--- src/rtl/mtc_cell_track.sv ---
module mtc_cell_track #(
  parameter int unsigned ADDR_W  = 16,
  parameter int unsigned STAMP_W = 16,
  parameter int unsigned DATA_W  = 124
) (
  input  logic               clk,
  input  logic               rst,
  input  logic               upd,
  input  logic               same_addr,
  input  logic [ADDR_W-1:0]  cur_addr,
  input  logic [STAMP_W-1:0] cur_stamp,
  input  logic               cur_wr,
  input  logic [DATA_W-1:0]  cur_data,
  output logic               have_prev,
  output logic [ADDR_W-1:0]  prev_addr,
  output logic [STAMP_W-1:0] prev_stamp,
  output logic [DATA_W-1:0]  exp_data
);
  logic [DATA_W-1:0] cell_q;

  function automatic logic [DATA_W-1:0] pick_expect(input logic same,
                                                    input logic [DATA_W-1:0] held);
    return same ? held : '0;
  endfunction

  assign exp_data = pick_expect(same_addr, cell_q);

  always_ff @(posedge clk) begin
    if (rst) begin
      have_prev  <= 1'b0;
      prev_addr  <= '0;
      prev_stamp <= '0;
      cell_q     <= '0;
    end else if (upd) begin
      have_prev  <= 1'b1;
      prev_addr  <= cur_addr;
      prev_stamp <= cur_stamp;
      cell_q     <= cur_wr ? cur_data : exp_data;
    end
  end

  AST_TRACK_HOLD: assert property (@(posedge clk) disable iff (rst)
    !upd |=> ($stable(prev_addr) && $stable(prev_stamp) && $stable(cell_q)));
  AST_WRITE_LANDS: assert property (@(posedge clk) disable iff (rst)
    (upd && cur_wr) |=> (cell_q == $past(cur_data)));
endmodule

--- config.mk ---
export PLATFORM = sky130hd
export DESIGN_NAME = mtc_cell_track
export DESIGN_NICKNAME = d
export VERILOG_FILES = /design/src/rtl/mtc_cell_track.sv
export SDC_FILE = /design/constraint.sdc
export NUM_CORES = 1
export LEC_CHECK = 0
export BUFFER_PORTS_ARGS = -buffer_cell sky130_fd_sc_hd__buf_2
export CORE_ASPECT_RATIO = 0.5
export CORE_MARGIN = 1
export CORE_UTILIZATION = 46
export DETAILED_ROUTE_END_ITERATION = 12
export PLACE_DENSITY = 0.8
export SLEW_MARGIN = 20
export SYNTH_ARGS = -nofsm -noshare
export SYNTH_HDL_FRONTEND = slang
export SYNTH_SLANG_ARGS = --single-unit
--- constraint.sdc ---
create_clock -name clk -period 1.2 [get_ports clk]
set_input_delay 0 -clock clk [delete_from_list [all_inputs] [get_ports clk]]
set_output_delay 0 -clock clk [all_outputs]
set_load 0.03 [all_outputs]
==> Word-level counts from Yosys, hierarchy flattened <==
Cells that the tools add are included.
{ "classes": {"mux": 2} }
{ "ops": {"columns": ["op", "count"], "rows": [
  ["$mux W124", 2]
]} }
{ "totals": {"reg_bits": 157, "word_cells": 6, "input_bits": 161} }

==> Logic depth before layout (Yosys ltp) <==
Gate-level depths: netlist of run 1.
{ "logic_depth": {"word_depth": 2, "depth_mapped": 7, "depth_no_buf": 3} }

==> Worst setup path after synthesis of run 1 <==
No wires, ideal clock.
{ "synth_path": {"path_type": "input to register", "start": "in upd", "end": "reg cell_q[100]", "stages": 7, "arrival_time_ns": 0.761, "required_time_ns": 1.068, "setup_time_ns": 0.132, "path_buffers": 4, "path_slack_ns": 0.307, "path_cell_list": "buf_6 -> and2_1 -> buf_2 -> buf_6 -> buf_4 -> nand2_1 -> a21oi_1"} }
{ "synth_rtl": {"columns": ["item", "line_no", "rtl"], "rows": [
  ["start: declaration", "8", "input logic upd,"],
  ["end signal: assignment", "38", "cell_q <= cur_wr ? cur_data : exp_data;"],
  ["end: declaration", "19", "logic [DATA_W-1:0] cell_q;"]
]} }

==> Worst setup path in the final report of run 1 <==
{ "layout_path": {"start": "reg cell_q[59]", "end": "out exp_data[59]"} }
{ "layout_via": {"elab_chain_cells": 1} }
{ "layout_lines": {"columns": ["item", "line_no", "rtl"], "rows": [
  ["$mux W124", "23", "return same ? held : '0;"],
  ["end: declaration", "17", "output logic [DATA_W-1:0] exp_data"]
]} }
Every way passes these cells.

==> results.md, run 1 <==
- Outcome: completed
- Commonest non-fill, non-tap cell in the layout: buf_2
- Layout area overhead: 60.0%
- Final Hold Fails: 0
- Remaining Overflow, GRT: 0
- Final wirelength: 22400 um
- Area contributors post-synth: dfxtp_1 49%, and2_1 12%, a21oi_1 9.6%
- Clock slew at reported path FFs: 0.07 ns
- Mux cell area share after synthesis: 4.97%
- Worst-path cell chain: and2_1, buf_2
- GPL Wtd Cong: 0.778
- Synth unique cells: 15
- Sequential area share after synthesis: 48.8%
- Largest net degree at the start of global routing: 71
- Vias: 7439
- Clk_skew: 0 ns
- Synth Net Count: 957
- Die X: 169 um
- Adder and majority gate portion of the synthesized area: 0%
- Leakage power: 4.81 nW
- I/O pin count: 318
- DP Worst Slack: 0.161 ns
- Fin Hold WS: 0.0719 ns
- H-Tree Depth: 4
- Maximum achievable frequency: 877 MHz
- Count of buffer and inverter cells on the critical path: 1
- # port buffers: 317
- Largest delay share family, worst path: flip-flops
- Post-CTS Hold Buffers: 156
- Vias in the first global route: 7428
- CTS tree: yes
- Final Setup Violations: 0
- Floorplan row count: 30
- Synthesized cell area: 0.00644 mm2
- Max-cap violations: 0
- Hold Path Class: in2reg
- Hold path start: rst
- Crit-path slowest cell: dfxtp_1
- Crit path required time: 1.20 ns
- Longest Clk Path Bufs: 2
- RSZ-0062 raised after global routing: false
- Final critical-path share of the clock period: 95.1%
- Commonest non-fill, non-tap cells in the layout: 316 x buf_2, 157 x dfxtp_1, 156 x dlygate4sd3_1
- Largest stage delay, worst path: 0.35 ns
- Arr. time, crit path: 1.14 ns
- Number of diodes: 0
- DR WL/cell: 15.6 um
- Die area: 0.0145 mm2
- Setup TNS: 0 ns
- Die Span Y: 85.7 um
- Post-synthesis xor/xnor area fraction: 0%
- Latest clock arrival within the worst-skew pair: 0.41 ns
- Total power: 12.9 mW
- Global Route Usage Sum: 30.1%
- Synth top area share: 48.8%
- Setup WS post-layout: 0.0591 ns
- First-pass DRT Iterations: 5
- Post-route ant nets: 0
- Slew margin rel.: 77.4%
- Ys Warns: 0
- First DRT Iteration DRCs: 517
- Synth Area in Compound Gates: 19.3%
- Critical Path End Type: output pin
- Avg Synthesized Cell Area: 8.10 um2
- Resize count post-CTS: 0
- Number of CTS-inserted buffers: 17
- Min cycle time layout: 1.14 ns
- Cell Pwr Density: 1260 mW/mm2
- DRC: 0
- Nets: 1390
- Simple-gate share of the synthesized area: 21.5%
- Crit path max fanout: 2
- CP Launch Type: register
- Syn Inst Count: 796
- FF-to-FF Start: cell_q[59]
- Share of post-route cells with drive strength above 1: 29.5%
- Starting Density: 47.3%
- CP startpoint: cell_q[59]
- Via density per instance: 5.19
- Least-Margin Pin Slew: 0.339 ns
- Fin util: 75.7%
- # fillers: 916
- Initial antenna violation count: 0
- Root Driver: clkbuf_16
- Hpwl dp: 12100 um
- Setup bufs post-CTS: 0
- Core Area: 0.0136 mm2
- Number of synthesized register bits: 157
- Final Max Slew Viols: 0
- Setup CP Type: reg2out
- First-pass GRT wire length: 35100 um
- TritonCTS Sinks: 157
- Largest family of logic cells by synthesized area: simple AND/OR/NAND/NOR gates
- Area leader, netlist: dfxtp_1
- Peak VDD IR: 0.00107 V
==> path summary, 6_finish.rpt <==
kind / endpoint / slack [ns] / cells after the start
min reg2reg: cell_q[123] / 0.47 / 2
min: cell_q[14] / 0.07 / 3
max reg2reg: cell_q[59] / 0.45 / 2
max: exp_data[59] / 0.06 / 2
==> per-stage QoR <==
step           std cells  cell area (um2)
2_1_floorplan        796             6440
3_5_place_dp        1246             8180
5_1_grt             1434            10300
6_report            1434            10300
4_1_cts             1434            10300
3_3_place_gp        1246             8180
==> cells by family (layout without fill, tap and decap cells) <==
kind of cell | after synthesis | in the layout
AOI/OAI and AO/OA | 248 | 248
buffers and inverters | 75 | 521
DFF | 157 | 157
muxes | 32 | 32
and+or+nand+nor | 284 | 284
==> where the power goes <==
part / internal [mW] / switching [mW] / total, mW / leakage [nW]
sequential: 5.45 / 0.106 / 5.56 / 1.29
clock: 2.94 / 2.36 / 5.31 / 0.278
combinational: 0.942 / 1.14 / 2.09 / 3.25
total: 9.34 / 3.61 / 12.9 / 4.81
==> final cells by class <==
class | instances | area (um2) | share of cell area [%]
Timing Repair Buffer | 488 | 3400 | 33.0
Sequential cell | 157 | 3140 | 30.5
Clock buffer | 18 | 429 | 4.16
Clock inverter | 14 | 149 | 1.44
Inverter | 1 | 3.75 | 0.0364
Multi-Input combinational cell | 564 | 2950 | 28.6
Tap cell | 192 | 240 | 2.33
==> registers in the layout, indices dropped and copies added (netlist names) <==
signal	count
prev_addr	16
have_prev	1
cell_q	124
prev_stamp	16
==> worst register-to-register path, cell delays in order (launching register included) <==
cell	delay, ns
dfxtp_1	0.35
o21ai_0	0.10
a21oi_1	0.21
==> Yosys cell counts, drive strengths merged <==
cell type / n
a21oi: 124
and2: 125
and2b: 1
buf: 29
clkbuf: 45
dfxtp: 157
inv: 1
mux2i: 32
nand2: 124
nor2: 34
o21ai: 124
==> routing by layer <==
layer  global-route usage, %  wire length, um  vias up
met5                       0                0        -
met4                    19.7             1100        0
met3                    5.91             1280      110
met2                    54.8            11600      384
met1                    32.6             8360     3447
li1                        -                -     3498
(Power assumes the default switching activity.)
==> inputs of run 2 (changes only) <==
Settings changed: CORE_UTILIZATION 46 to 48, CTS_BUF_LIST set to sky130_fd_sc_hd__clkbuf_8, PLACE_DENSITY 0.8 to 0.83.
==> results.md, run 2 (same netlist as run 1, synthesis figures left out) <==
- Leakage power: 4.70 nW
- RSZ-0062 raised after global routing: false
- Final Hold Fails: 0
- Final Max Slew Viols: 0
- Global Route Usage Sum: 31.5%
- Final cell count without fillers: 1410
- DRC: 12
- Commonest non-fill, non-tap cell in the layout: buf_2
- Layout area overhead: 55.8%
- Starting Density: 50.0%
- Max-cap violations: 0
- Largest net degree at the start of global routing: 111
- FF-to-FF Start: prev_addr[3]
- DP Worst Slack: 0.153 ns
- Cell Pwr Density: 1130 mW/mm2
- Slew margin rel.: 67.8%
- Number of diodes: 0
- DR WL/cell: 15.9 um
- Hpwl dp: 12000 um
- Fin Hold WS: 0.0276 ns
- Vias: 7481
- Violated checks: design-rule violations
- Resize count post-CTS: 0
- Die area: 0.0139 mm2
- Setup CP Type: reg2out
- CP startpoint: cell_q[101]
- TritonCTS Sinks: 157
- Initial antenna violation count: 0
- Fin util: 77.9%
- CP Launch Type: register
- Floorplan row count: 29
- Least-Margin Pin Slew: 0.483 ns
- First-pass DRT Iterations: 9
- Met2 usage: 56.9%
- Setup WS post-layout: 0.0635 ns
- Maximum achievable frequency: 880 MHz
- Min cycle time layout: 1.14 ns
- Hold Path Class: in2reg
- Longest Clk Path Bufs: 2
- Final critical-path share of the clock period: 94.7%
- # port buffers: 317
- Die Span Y: 83.9 um
- GR Util met1: 33.6%
- Latest clock arrival within the worst-skew pair: 0.40 ns
- Remaining Overflow, GRT: 0
- Share of post-route cells with drive strength above 1: 29.4%
- Clk_skew: 0 ns
- Clock slew at reported path FFs: 0.10 ns
- Nets: 1388
- Final Setup Violations: 0
- Number of CTS-inserted buffers: 17
- Core Area: 0.0129 mm2
- First-pass GRT wire length: 35800 um
- Commonest non-fill, non-tap cells in the layout: 316 x buf_2, 157 x dfxtp_1, 156 x dlygate4sd3_1
- GPL Wtd Cong: 0.805
- H-Tree Depth: 4
- Setup TNS: 0 ns
- Met3 Use GR: 6.35%
- Grt peak-use layer: met2
- Hold path start: rst
- Root Driver: clkbuf_8
- Arr. time, crit path: 1.14 ns
- Post-route ant nets: 0
- Critical Path End Type: output pin
- Final wirelength: 22400 um
- Vias in the first global route: 7495
- Biggest regs: cell_q: 124 flops, prev_addr: 16 flops, prev_stamp: 16 flops
- Max reg flops: 124
- Crit path required time: 1.20 ns
- Dpl cells: 1222
- Peak VDD IR: 0.000923 V
- Crit path max fanout: 2
- Via density per instance: 5.31
- First DRT Iteration DRCs: 551
- CTS tree: yes
- Top reg by flops: cell_q
- I/O pin count: 318
- Outcome: finished, violations left
- Die X: 166 um
## run 2: cell types whose count changed in the layout (fill, tap and decap cells not counted), sizes merged
cell	previous run	this run
buf	332	330
bufinv	1	0
clkbuf	18	17
inv	9	11
## run 2: final cells by class
class | instances | area, um2
Clock buffer | 17 | 234
Inverter | 1 | 3.75
Fill cell | 824 | 2840
Clock inverter | 15 | 124
Multi-Input combinational cell | 564 | 2950
Sequential cell | 157 | 3140
Timing Repair Buffer | 486 | 3370
Tap cell | 170 | 213
## run 2: critical path, stage by stage (launching register included)
cell	delay (ns)
dfxtp_1	0.36
and2_1	0.15
buf_2	0.21
## run 2: metrics by stage
stage / instance area, um2 / power (mW)
finish: 10000 / 11.3
global route: 10000 / 11.8
CTS: 10000 / 11.3
detailed placement: 8120 / 7.27
global placement: 8120 / 7.22
floorplan: 6440 / 6.65
## run 2: power by group
part / switching (mW) / internal (mW) / total [mW] / leakage, nW
clock: 2.18 / 1.51 / 3.69 / 0.181
sequential: 0.110 / 5.45 / 5.56 / 1.29
combinational: 1.15 / 0.934 / 2.08 / 3.24
## run 2: worst paths after layout
path / end / slack [ns] / depth (start not counted)
worst max-delay path: exp_data[101] / 0.06 / 2
worst min-delay path: prev_addr[10] / 0.03 / 3
worst max register to register: prev_addr[3] / 0.46 / 2
worst min register to register: cell_q[87] / 0.47 / 2
## run 2: layer usage
layer | wire, um | part of all wire, % | up-vias
met3 | 1190 | 5.3 | 126
met2 | 11400 | 51 | 379
met4 | 1310 | 5.8 | 0
met1 | 8450 | 38 | 3490
met5 | 0 | 0 | -
li1 | - | - | 3486
## run 2: what timing repair did
action / CTS / global route
buffers inserted: 0 / 0
hold buffers: 156 / 0
hold endpoints to repair: 156 / 0
